[src/rtl/alarm_match_pkg.sv]
package alarm_match_pkg;

    localparam int unsigned FIELD_W  = 8;
    localparam int unsigned N_FIELDS = 3;

    typedef enum logic [1:0] {
        ST_IDLE = 2'd0,
        ST_EVAL = 2'd1,
        ST_FIRE = 2'd2
    } amatch_state_t;

    // A field is "don't care" when its two most significant bits are set.
    function automatic logic is_wildcard(input logic [FIELD_W-1:0] b);
        return (b[FIELD_W-1] & b[FIELD_W-2]);
    endfunction

endpackage

[src/rtl/alarm_field_cmp.sv]
module alarm_field_cmp
    import alarm_match_pkg::*;
#(
    parameter int unsigned W = FIELD_W
) (
    input  logic [W-1:0] now_b,
    input  logic [W-1:0] alm_b,
    output logic         agree
);

    logic wild;
    logic exact;

    always_comb begin
        wild  = (alm_b[W-1] & alm_b[W-2]);
        exact = (now_b == alm_b);
        agree = wild | exact;
    end

endmodule

[src/rtl/alarm_seq.sv]
module alarm_seq
    import alarm_match_pkg::*;
(
    input  logic          clk,
    input  logic          rst_n,
    input  logic          upd_tick,
    input  logic          all_agree,
    output logic          alarm_evt,
    output amatch_state_t state_o
);

    amatch_state_t state_q, state_d;
    logic          hit_q;
    logic          take;

    // The inputs are captured on a strobe in any state except EVAL.
    always_comb begin
        take = upd_tick && (state_q != ST_EVAL);
    end

    always_comb begin
        state_d = state_q;
        unique case (state_q)
            ST_IDLE: if (upd_tick) state_d = ST_EVAL;                 // SAMPLE
            ST_EVAL: state_d = hit_q ? ST_FIRE : ST_IDLE;             // HIT / MISS
            ST_FIRE: state_d = upd_tick ? ST_EVAL : ST_IDLE;          // RESAMPLE / DONE
            default: state_d = ST_IDLE;
        endcase
    end

    always_ff @(posedge clk or negedge rst_n) begin
        if (!rst_n) begin
            state_q <= ST_IDLE;
            hit_q   <= 1'b0;
        end else begin
            state_q <= state_d;
            if (take) hit_q <= all_agree;
        end
    end

    always_comb begin
        alarm_evt = (state_q == ST_FIRE);
        state_o   = state_q;
    end

endmodule

[src/rtl/alarm_match_top.sv]
module alarm_match_top
    import alarm_match_pkg::*;
(
    input  logic       clk,
    input  logic       rst_n,
    input  logic       upd_tick,
    input  logic [7:0] now_sec,
    input  logic [7:0] now_min,
    input  logic [7:0] now_hr,
    input  logic [7:0] alm_sec,
    input  logic [7:0] alm_min,
    input  logic [7:0] alm_hr,
    output logic       alarm_evt
);

    logic [N_FIELDS-1:0][FIELD_W-1:0] now_v;
    logic [N_FIELDS-1:0][FIELD_W-1:0] alm_v;
    logic [N_FIELDS-1:0]              agree_v;
    logic                             all_agree;
    amatch_state_t                    seq_state;

    // Field 0 is seconds, field 1 is minutes, field 2 is hours.
    always_comb begin
        now_v = {now_hr, now_min, now_sec};
        alm_v = {alm_hr, alm_min, alm_sec};
    end

    for (genvar f = 0; f < N_FIELDS; f++) begin : g_field
        alarm_field_cmp #(.W(FIELD_W)) u_cmp (
            .now_b (now_v[f]),
            .alm_b (alm_v[f]),
            .agree (agree_v[f])
        );
    end

    always_comb all_agree = &agree_v;

    alarm_seq u_seq (
        .clk       (clk),
        .rst_n     (rst_n),
        .upd_tick  (upd_tick),
        .all_agree (all_agree),
        .alarm_evt (alarm_evt),
        .state_o   (seq_state)
    );

endmodule

[config.mk]
export PLATFORM = sky130hd
export DESIGN_NAME = alarm_match_top
export DESIGN_NICKNAME = d
export VERILOG_FILES = /design/src/rtl/alarm_match_pkg.sv /design/src/rtl/alarm_field_cmp.sv /design/src/rtl/alarm_seq.sv /design/src/rtl/alarm_match_top.sv
export SDC_FILE = /design/constraint.sdc
export NUM_CORES = 1
export LEC_CHECK = 0
export ABC_AREA = 0
export CAP_MARGIN = 10
export CORE_MARGIN = 2
export CORE_UTILIZATION = 22
export DETAILED_ROUTE_END_ITERATION = 8
export PLACE_DENSITY = 0.82
export SLEW_MARGIN = 10
export SYNTH_ARGS = -nofsm -noshare
export SYNTH_HDL_FRONTEND = slang
export SYNTH_SLANG_ARGS = --single-unit
[constraint.sdc]
create_clock -name clk -period 0.8 [get_ports clk]
set_input_delay 0.16 -clock clk [delete_from_list [all_inputs] [get_ports clk]]
set_output_delay 0.16 -clock clk [all_outputs]
set_load 0.05 [all_outputs]
-- Yosys cells after proc, flatten, opt, wreduce, memory -nomap -nowiden
Cells that the tools add are included.
- bits in registers: 3
- input bits: 51
- output and inout port bits: 1
- word-level logic and storage cells: 22
- eq/ne operators: 7
- multiplexer cells: 4
- bitwise operators: 6
- reduce and logical (&&, ||, !) cells: 3
- operator list (cell ; number):
    $eq 8x8->1 ; 3
    $pmux 2 s3 ; 1
    $mux 2 ; 2
    $and 1x1->1 ; 3
    $or 1x1->1 ; 3
    $reduce_and 3->1 ; 1
    $eq 2x1->1 const B ; 1
    $eq 2x2->1 const B ; 1
    $logic_not 2->1 ; 1
    $ne 2x1->1 const B ; 1
    $ne 2x2->1 const B ; 1
    $logic_and 1x1->1 ; 1
    $mux 1 ; 1

-- Logic depth before layout (Yosys ltp)
Gate-level depths: netlist of the first run.
- word-level depth: 3
- gate-level depth with buffers: 5
- mapped depth without buffers: 5

-- Hierarchy
Synthesis of the first run repeated with hierarchy kept, for this count alone.
- cell total of the unflattened synthesis: 46
- area total of the unflattened synthesis: 407.9 sq um
- modules (own cells, without submodules) (module ; times used ; cells each ; area an instance (sq um) ; sequential area each (sq um)):
    alarm_field_cmp ; 3 ; 12 ; 91.3 ; 0.0
    alarm_seq ; 1 ; 9 ; 127.6 ; 75.1
    alarm_match_top ; 1 ; 1 ; 6.3 ; 0.0

-- Worst setup path before layout of the first run
Ideal clock, no wire load.
- path kind: reg-to-output
- start point: reg u_seq.state_q[0], in the netlist u_seq.state_o[0]
- end point: out alarm_evt
- arrival time: 1.072 ns
- data required time: 0.640 ns
- path slack: -0.432 ns
- stages on the path, launching flop included: 2
- path buffers: 0
- cells stage by stage: dfrtp_1 nor2b_1
- longest elaborated chain between the ends: 1
- ends and longest elaborated chain (what ; line ; text):
    start, declared ; alarm_seq.sv:12 ; amatch_state_t state_q, state_d;
    start signal, assigned ; alarm_seq.sv:36 ; state_q <= state_d;
    $eq 2x2->1 ; alarm_seq.sv:42 ; alarm_evt = (state_q == ST_FIRE);
    end, declared ; alarm_match_top.sv:13 ; output logic alarm_evt
No other way between the ends.

-- Final worst setup path of the first run
Same ends and word-level chain as after synthesis.

==> impl_metrics.env, run 1 <==
export IMPL_status="finished with violations"
export IMPL_violations="negative setup slack"
export IMPL_die_area_mm2=0.002115
export IMPL_hold_path_class="input port to async pin"
export IMPL_grtUsageTotal_pct=13.59
export IMPL_hold_viol=0
export IMPL_crit_chain="buf_6, nor2b_4, buf_12"
export IMPL_clock_fmax_mhz=873.3
export IMPL_hpwl_um=1172
export IMPL_fin_hold_ws_ns=0.1174
export IMPL_final_cell_area_um2=899.6
export IMPL_comb_power_share_pct=44.2
export IMPL_vias=547
export IMPL_utilization_pct=53.26
export IMPL_p_seq_share_pct=21.2
export IMPL_rsz0062_at_grt="true"
export IMPL_synth_cell_type_count=9
export IMPL_area_delta_synth_final_pct=131.9
export IMPL_path_delay_family="flip-flops"
export IMPL_vdd_drop_max_mv=0.3937
export IMPL_synth_area_um2=387.9
export IMPL_htreeDepth=1
export IMPL_start_util_pct=22.96
export IMPL_period_share_pct=143.1
export IMPL_ys_seq_elements=3
export IMPL_ys_seq_area_share_pct=19.35
export IMPL_routed_wl_um=1306
export IMPL_placed_cell_area_um2=984.7
export IMPL_fin_ws_ns=-0.3451
export IMPL_via_per_inst=4.484
export IMPL_cp_num_buf_inv=2
export IMPL_max_slew_margin_pct=82.22
export IMPL_path_class="flop to output port"
export IMPL_cts_sinks=3
export IMPL_r2r_end="u_seq.hit_q"
export IMPL_insertion_delay_ns=0.23
export IMPL_clk_pin_slew_ns=0.04
export IMPL_reg2reg_setup_slack_ns=-0.22
export IMPL_ant_nets=0
export IMPL_finalSetupViolations=2
export IMPL_fin_crit_ns=1.145
export IMPL_worstPathMaxFanout=2
export IMPL_gp_congestion=0.6770
export IMPL_antenna_found_initial=0
export IMPL_end_kind="output port"
export IMPL_core_area_mm2=0.001689
export IMPL_avgSynthCellArea_um2=9.020
export IMPL_drcViolationCount=0
export IMPL_slowest_stage="dfrtp_1"
export IMPL_numCtsBuffers=3
export IMPL_synthesis_nets=94
export IMPL_fin_nets=157
export IMPL_drt_iter0_drc=1
export IMPL_startpoint_type="flop"
export IMPL_critical_path_required_ns=0.64
export IMPL_p_sw_mw=0.2012
export IMPL_die_h_um=45.99
export IMPL_io_buffer_count=51
export IMPL_grt_pass1_vias=601
export IMPL_swShare_pct=26.67
export IMPL_chipWidth_um=45.99
export IMPL_maxCapViolCount=0
export IMPL_grt_ovfl_total=0
export IMPL_r2r_cells=4
export IMPL_instances_no_fill=122
export IMPL_netlist_instances=43
export IMPL_p_leak_nw=0.4525
export IMPL_dr_pass1_iters=3
export IMPL_pwr_share_clk_pct=34.5
export IMPL_max_stage_delay_ns=0.38
export IMPL_regToRegStartpoint="u_seq.state_o[0]"
export IMPL_grt_pass1_wl_um=2063
export IMPL_fin_worst_skew_ns=0.001311
export IMPL_worstMarginPinSlew_ns=0.2643
export IMPL_rows=15
export IMPL_clockBufferDepth=2
export IMPL_cts_tree="yes"
export IMPL_pre_cts_ws_ns=-0.8152
export IMPL_grt_max_degree=4
export IMPL_finalPower_mw=0.7545
export IMPL_setup_tns_final_ns=-0.5680
export IMPL_synth_warnings=0
export IMPL_p_per_area_mw_per_mm2=838.7
export IMPL_wl_per_cell_um=10.70
export IMPL_dpl_cell_count=118
export IMPL_num_antenna_cells=0
export IMPL_ios=52
export IMPL_internal_power_mw=0.5533
export IMPL_slew_viol_final=0
export IMPL_layout_drive_gt1_share_pct=39.05
export IMPL_cts_root_buf="clkbuf_4"
export IMPL_arrival_ns=0.99
-- final cells by class --
type	instances	area, µm²
Clock buffer	4	26.28
Fill cell	183	789.5
Inverter	1	3.754
Multi-Input combinational cell	39	335.3
Sequential cell	3	75.07
Tap cell	17	21.27
Timing Repair Buffer	58	437.9
-- Yosys cell counts --
master,n,share of area [%]
a21o_1,1,1.9
a22oi_1,3,5.8
dfrtp_1,3,19
inv_1,1,0.97
nor2b_1,2,3.2
nor3b_1,1,1.9
nor4_1,7,11
o21ai_0,1,1.3
xor2_1,24,54
-- routing by layer --
metal,global-route usage [%],part of all wire [%],vias up
met4,9.714,2.5,0
li1,-,-,275
met3,0.7937,8.7,4
met1,11.61,30,236
met5,0,0,-
met2,28.06,59,32
-- cell families (layout without fill, tap and decap cells) --
logic type             count (synthesis)  after routing  synth area share, %
AND/OR/NAND/NOR                       10             10                16.45
XOR/XNOR                              24             24                54.19
flip-flops                             3              3                19.35
buffers and inverters                  1             63               0.9668
AO/OA/AOI/OAI                          5              5                9.031
-- flip-flops by register name (all words and copies together) (netlist names) --
register and cells:
u_seq.state_o 2, u_seq.hit_q 1
-- placed cells by master (no fill, tap or decap) --
| master | n |
|---|---|
| xor2_1 | 24 |
| clkdlybuf4s50_1 | 2 |
| inv_1 | 1 |
| nor2b_4 | 1 |
| buf_6 | 1 |
| a22oi_1 | 3 |
| clkbuf_2 | 25 |
| clkbuf_4 | 3 |
| buf_2 | 1 |
| dlygate4sd2_1 | 7 |
| buf_12 | 1 |
| nor2b_1 | 1 |
| o21ai_0 | 1 |
| nor3b_1 | 1 |
| dfrtp_1 | 3 |
| a21o_1 | 1 |
| buf_4 | 6 |
| clkdlybuf4s15_1 | 15 |
| nor4_1 | 4 |
| clkbuf_1 | 1 |
| nor4_2 | 3 |
-- what timing repair did --
item / CTS / global route
gates cloned: 0 / 0
resized for setup: 63 / 58
hold endpoints to repair: 0 / 0
pin swaps: 19 / 23
hold buffers: 0 / 0
endpoints found under the setup margin: 2 / 3
buffers inserted: 0 / 0
-- worst max path at each step --
stage / start / end / slack (ns) / depth (start not counted)
floorplan: alm_sec[6] / u_seq.hit_q / -0.26 / 5
global placement: alm_sec[6] / u_seq.hit_q / -0.80 / 6
detailed placement: alm_sec[6] / u_seq.hit_q / -0.82 / 6
CTS: u_seq.state_o[0] / alarm_evt / -0.35 / 3
global route: u_seq.state_o[0] / alarm_evt / -0.39 / 3
finish: u_seq.state_o[0] / alarm_evt / -0.35 / 3
-- power groups by stage --
stage | logic, mW | registers (mW) | clock network, mW
final | 0.334 | 0.160 | 0.261
after global routing | 0.370 | 0.161 | 0.286
after CTS | 0.347 | 0.160 | 0.276
after detailed placement | 0.416 | 0.161 | 0
after global placement | 0.405 | 0.161 | 0
after floorplan | 0.0994 | 0.162 | 0
Note: power is estimated with default switching activity, not from simulation.
==> inputs of run 2 (changes only) <==
Settings changed: CELL_PAD_IN_SITES_DETAIL_PLACEMENT set to 1, CELL_PAD_IN_SITES_GLOBAL_PLACEMENT set to 2, CORE_UTILIZATION 22 to 10, HOLD_SLACK_MARGIN set to 0.06.
==> run 2 against run 1 <==
Against the previous run:
- the flow still finishes with violations (negative setup slack)
- sequential share of layout area fell by 0.39 points
- via count is 0.91% higher
- highest routed layer unchanged
- utilization shrank 28 points
- sequential cell count is the same
- global-route usage is 5.6 points lower
- critical endpoint unchanged
- register-to-register slack worse by 0.06 ns
- clock skew is 0.0012 ns higher
- non-clock buffer count is 5 lower
- combinational power is 5% lower
==> impl_metrics.env, run 2 (same netlist as run 1, synthesis figures left out) <==
export IMPL_routed_wl_um=1621
export IMPL_max_slew_margin_pct=83.34
export IMPL_ant_nets=0
export IMPL_worstPathMaxFanout=2
export IMPL_hold_viol=0
export IMPL_core_area_mm2=0.003689
export IMPL_worstMarginPinSlew_ns=0.2474
export IMPL_path_delay_family="flip-flops"
export IMPL_cts_tree="yes"
export IMPL_cts_root_buf="clkbuf_8"
export IMPL_cp_num_buf_inv=2
export IMPL_layout_drive_gt1_share_pct=32.00
export IMPL_drt_iter0_drc=1
export IMPL_rsz0062_at_grt="true"
export IMPL_p_leak_nw=0.4377
export IMPL_violations="negative setup slack"
export IMPL_grt_pass1_wl_um=2559
export IMPL_clk_pin_slew_ns=0.03
export IMPL_cp_depth=3
export IMPL_cts_sinks=3
export IMPL_io_buffer_count=51
export IMPL_slew_viol_final=0
export IMPL_clock_fmax_mhz=876.0
export IMPL_num_antenna_cells=0
export IMPL_drcViolationCount=0
export IMPL_crit_chain="buf_6, nor2b_4, buf_12"
export IMPL_finalPower_mw=0.9149
export IMPL_fillers=465
export IMPL_arrival_ns=0.98
export IMPL_period_share_pct=142.7
export IMPL_chipWidth_um=66.28
export IMPL_pre_cts_ws_ns=-0.8718
export IMPL_antenna_found_initial=0
export IMPL_final_common_cell="xor2_1"
export IMPL_grt_max_degree=4
export IMPL_grt_ovfl_total=0
export IMPL_mostFrequentLayoutCells="24 x xor2_1, 18 x clkdlybuf4s15_1, 12 x clkbuf_2"
export IMPL_utilization_pct=25.58
export IMPL_path_class="flop to output port"
export IMPL_p_per_area_mw_per_mm2=969.8
export IMPL_clockBufferDepth=2
export IMPL_wl_per_cell_um=10.95
export IMPL_die_area_mm2=0.004393
export IMPL_cts_hold_fix_buffers=0
export IMPL_fin_crit_ns=1.142
export IMPL_dr_pass1_iters=4
export IMPL_grtUsageTotal_pct=7.937
export IMPL_startpoint_type="flop"
export IMPL_hold_path_class="input port to async pin"
export IMPL_vdd_drop_max_mv=0.4171
export IMPL_fin_ws_ns=-0.3416
export IMPL_multi_input_area_um2=334.1
export IMPL_status="finished with violations"
export IMPL_max_stage_delay_ns=0.38
export IMPL_fin_worst_skew_ns=0.002549
export IMPL_grt_pass1_vias=636
export IMPL_gp_congestion=0.5512
export IMPL_vias=552
export IMPL_via_per_inst=3.730
export IMPL_hpwl_um=1487
export IMPL_critical_path_required_ns=0.64
export IMPL_slowest_stage="dfrtp_1"
export IMPL_numCtsBuffers=3
export IMPL_rows=22
export IMPL_maxCapViolCount=0
export IMPL_finalSetupViolations=2
export IMPL_htreeDepth=1
export IMPL_area_delta_synth_final_pct=143.2
export IMPL_ios=52
export IMPL_fin_nets=152
export IMPL_die_h_um=66.28
export IMPL_insertion_delay_ns=0.22
export IMPL_largest_reg_flops=2
export IMPL_end_kind="output port"
export IMPL_r2r_cells=4
export IMPL_start_util_pct=10.52
export IMPL_seq_area_um2=75.07
[run 2: cell count changes in the layout (fill, tap and decap cells not counted), moves of 2 or more]
cell and change:
buf_2 +9, clkbuf_8 +3, clkbuf_2 -13, clkbuf_4 -3
buf_4 -6, nor4_1 +2, clkdlybuf4s15_1 +3, nor4_2 -2
[run 2: per-stage QoR]
stage / instance area (µm²) / cells / hold slack [ns] / setup TNS, ns
after floorplan: 390.4 / 43 / -0.1356 / -0.4429
after global placement: 985.9 / 144 / 0.3543 / -0.9696
after detailed placement: 985.9 / 144 / 0.3593 / -1.059
after CTS: 972.2 / 148 / 0.1296 / -0.6634
after global routing: 943.4 / 148 / 0.1368 / -0.7374
final: 943.4 / 148 / 0.1300 / -0.6240
[run 2: final cells by class]
| class | instances | area share (%) |
|---|---|---|
| clock buffers | 4 | 4.775 |
| inverters | 1 | 0.3979 |
| multi-input cells | 39 | 35.41 |
| flip-flops and latches | 3 | 7.958 |
| well taps | 48 | 6.366 |
| repair buffers | 53 | 45.09 |
[run 2: layer usage]
layer | wire length [µm] | global-route usage (%) | vias up
met1 | 464 | 6.809 | 249
met4 | 17 | 5.357 | 0
met3 | 189 | 1.874 | 2
met5 | 0 | 0 | -
li1 | - | - | 265
met2 | 949 | 15.75 | 36
[run 2: what timing repair did]
action	4_1_cts	5_1_grt
cloned	0	0
setup buffers	0	0
gates resized for setup	91	29
setup endpoints to repair	3	3
pin swaps	26	16
[run 2: path summary, 6_finish.rpt]
check                                 startpoint               end  slack (ns)
worst min-delay path                       rst_n       u_seq.hit_q        0.13
min in group clk                      alm_min[7]       u_seq.hit_q        0.45
max in group asynchronous                  rst_n  u_seq.state_o[1]        0.52
worst min register to register       u_seq.hit_q       u_seq.hit_q        0.48
worst max register to register  u_seq.state_o[0]       u_seq.hit_q       -0.28
worst max-delay path            u_seq.state_o[1]         alarm_evt       -0.34
[run 2: power breakdown]
group	switching, mW	internal, mW
Combinational	0.120	0.195
Clock	0.0990	0.340
Sequential	0.00298	0.158
Total	0.222	0.692
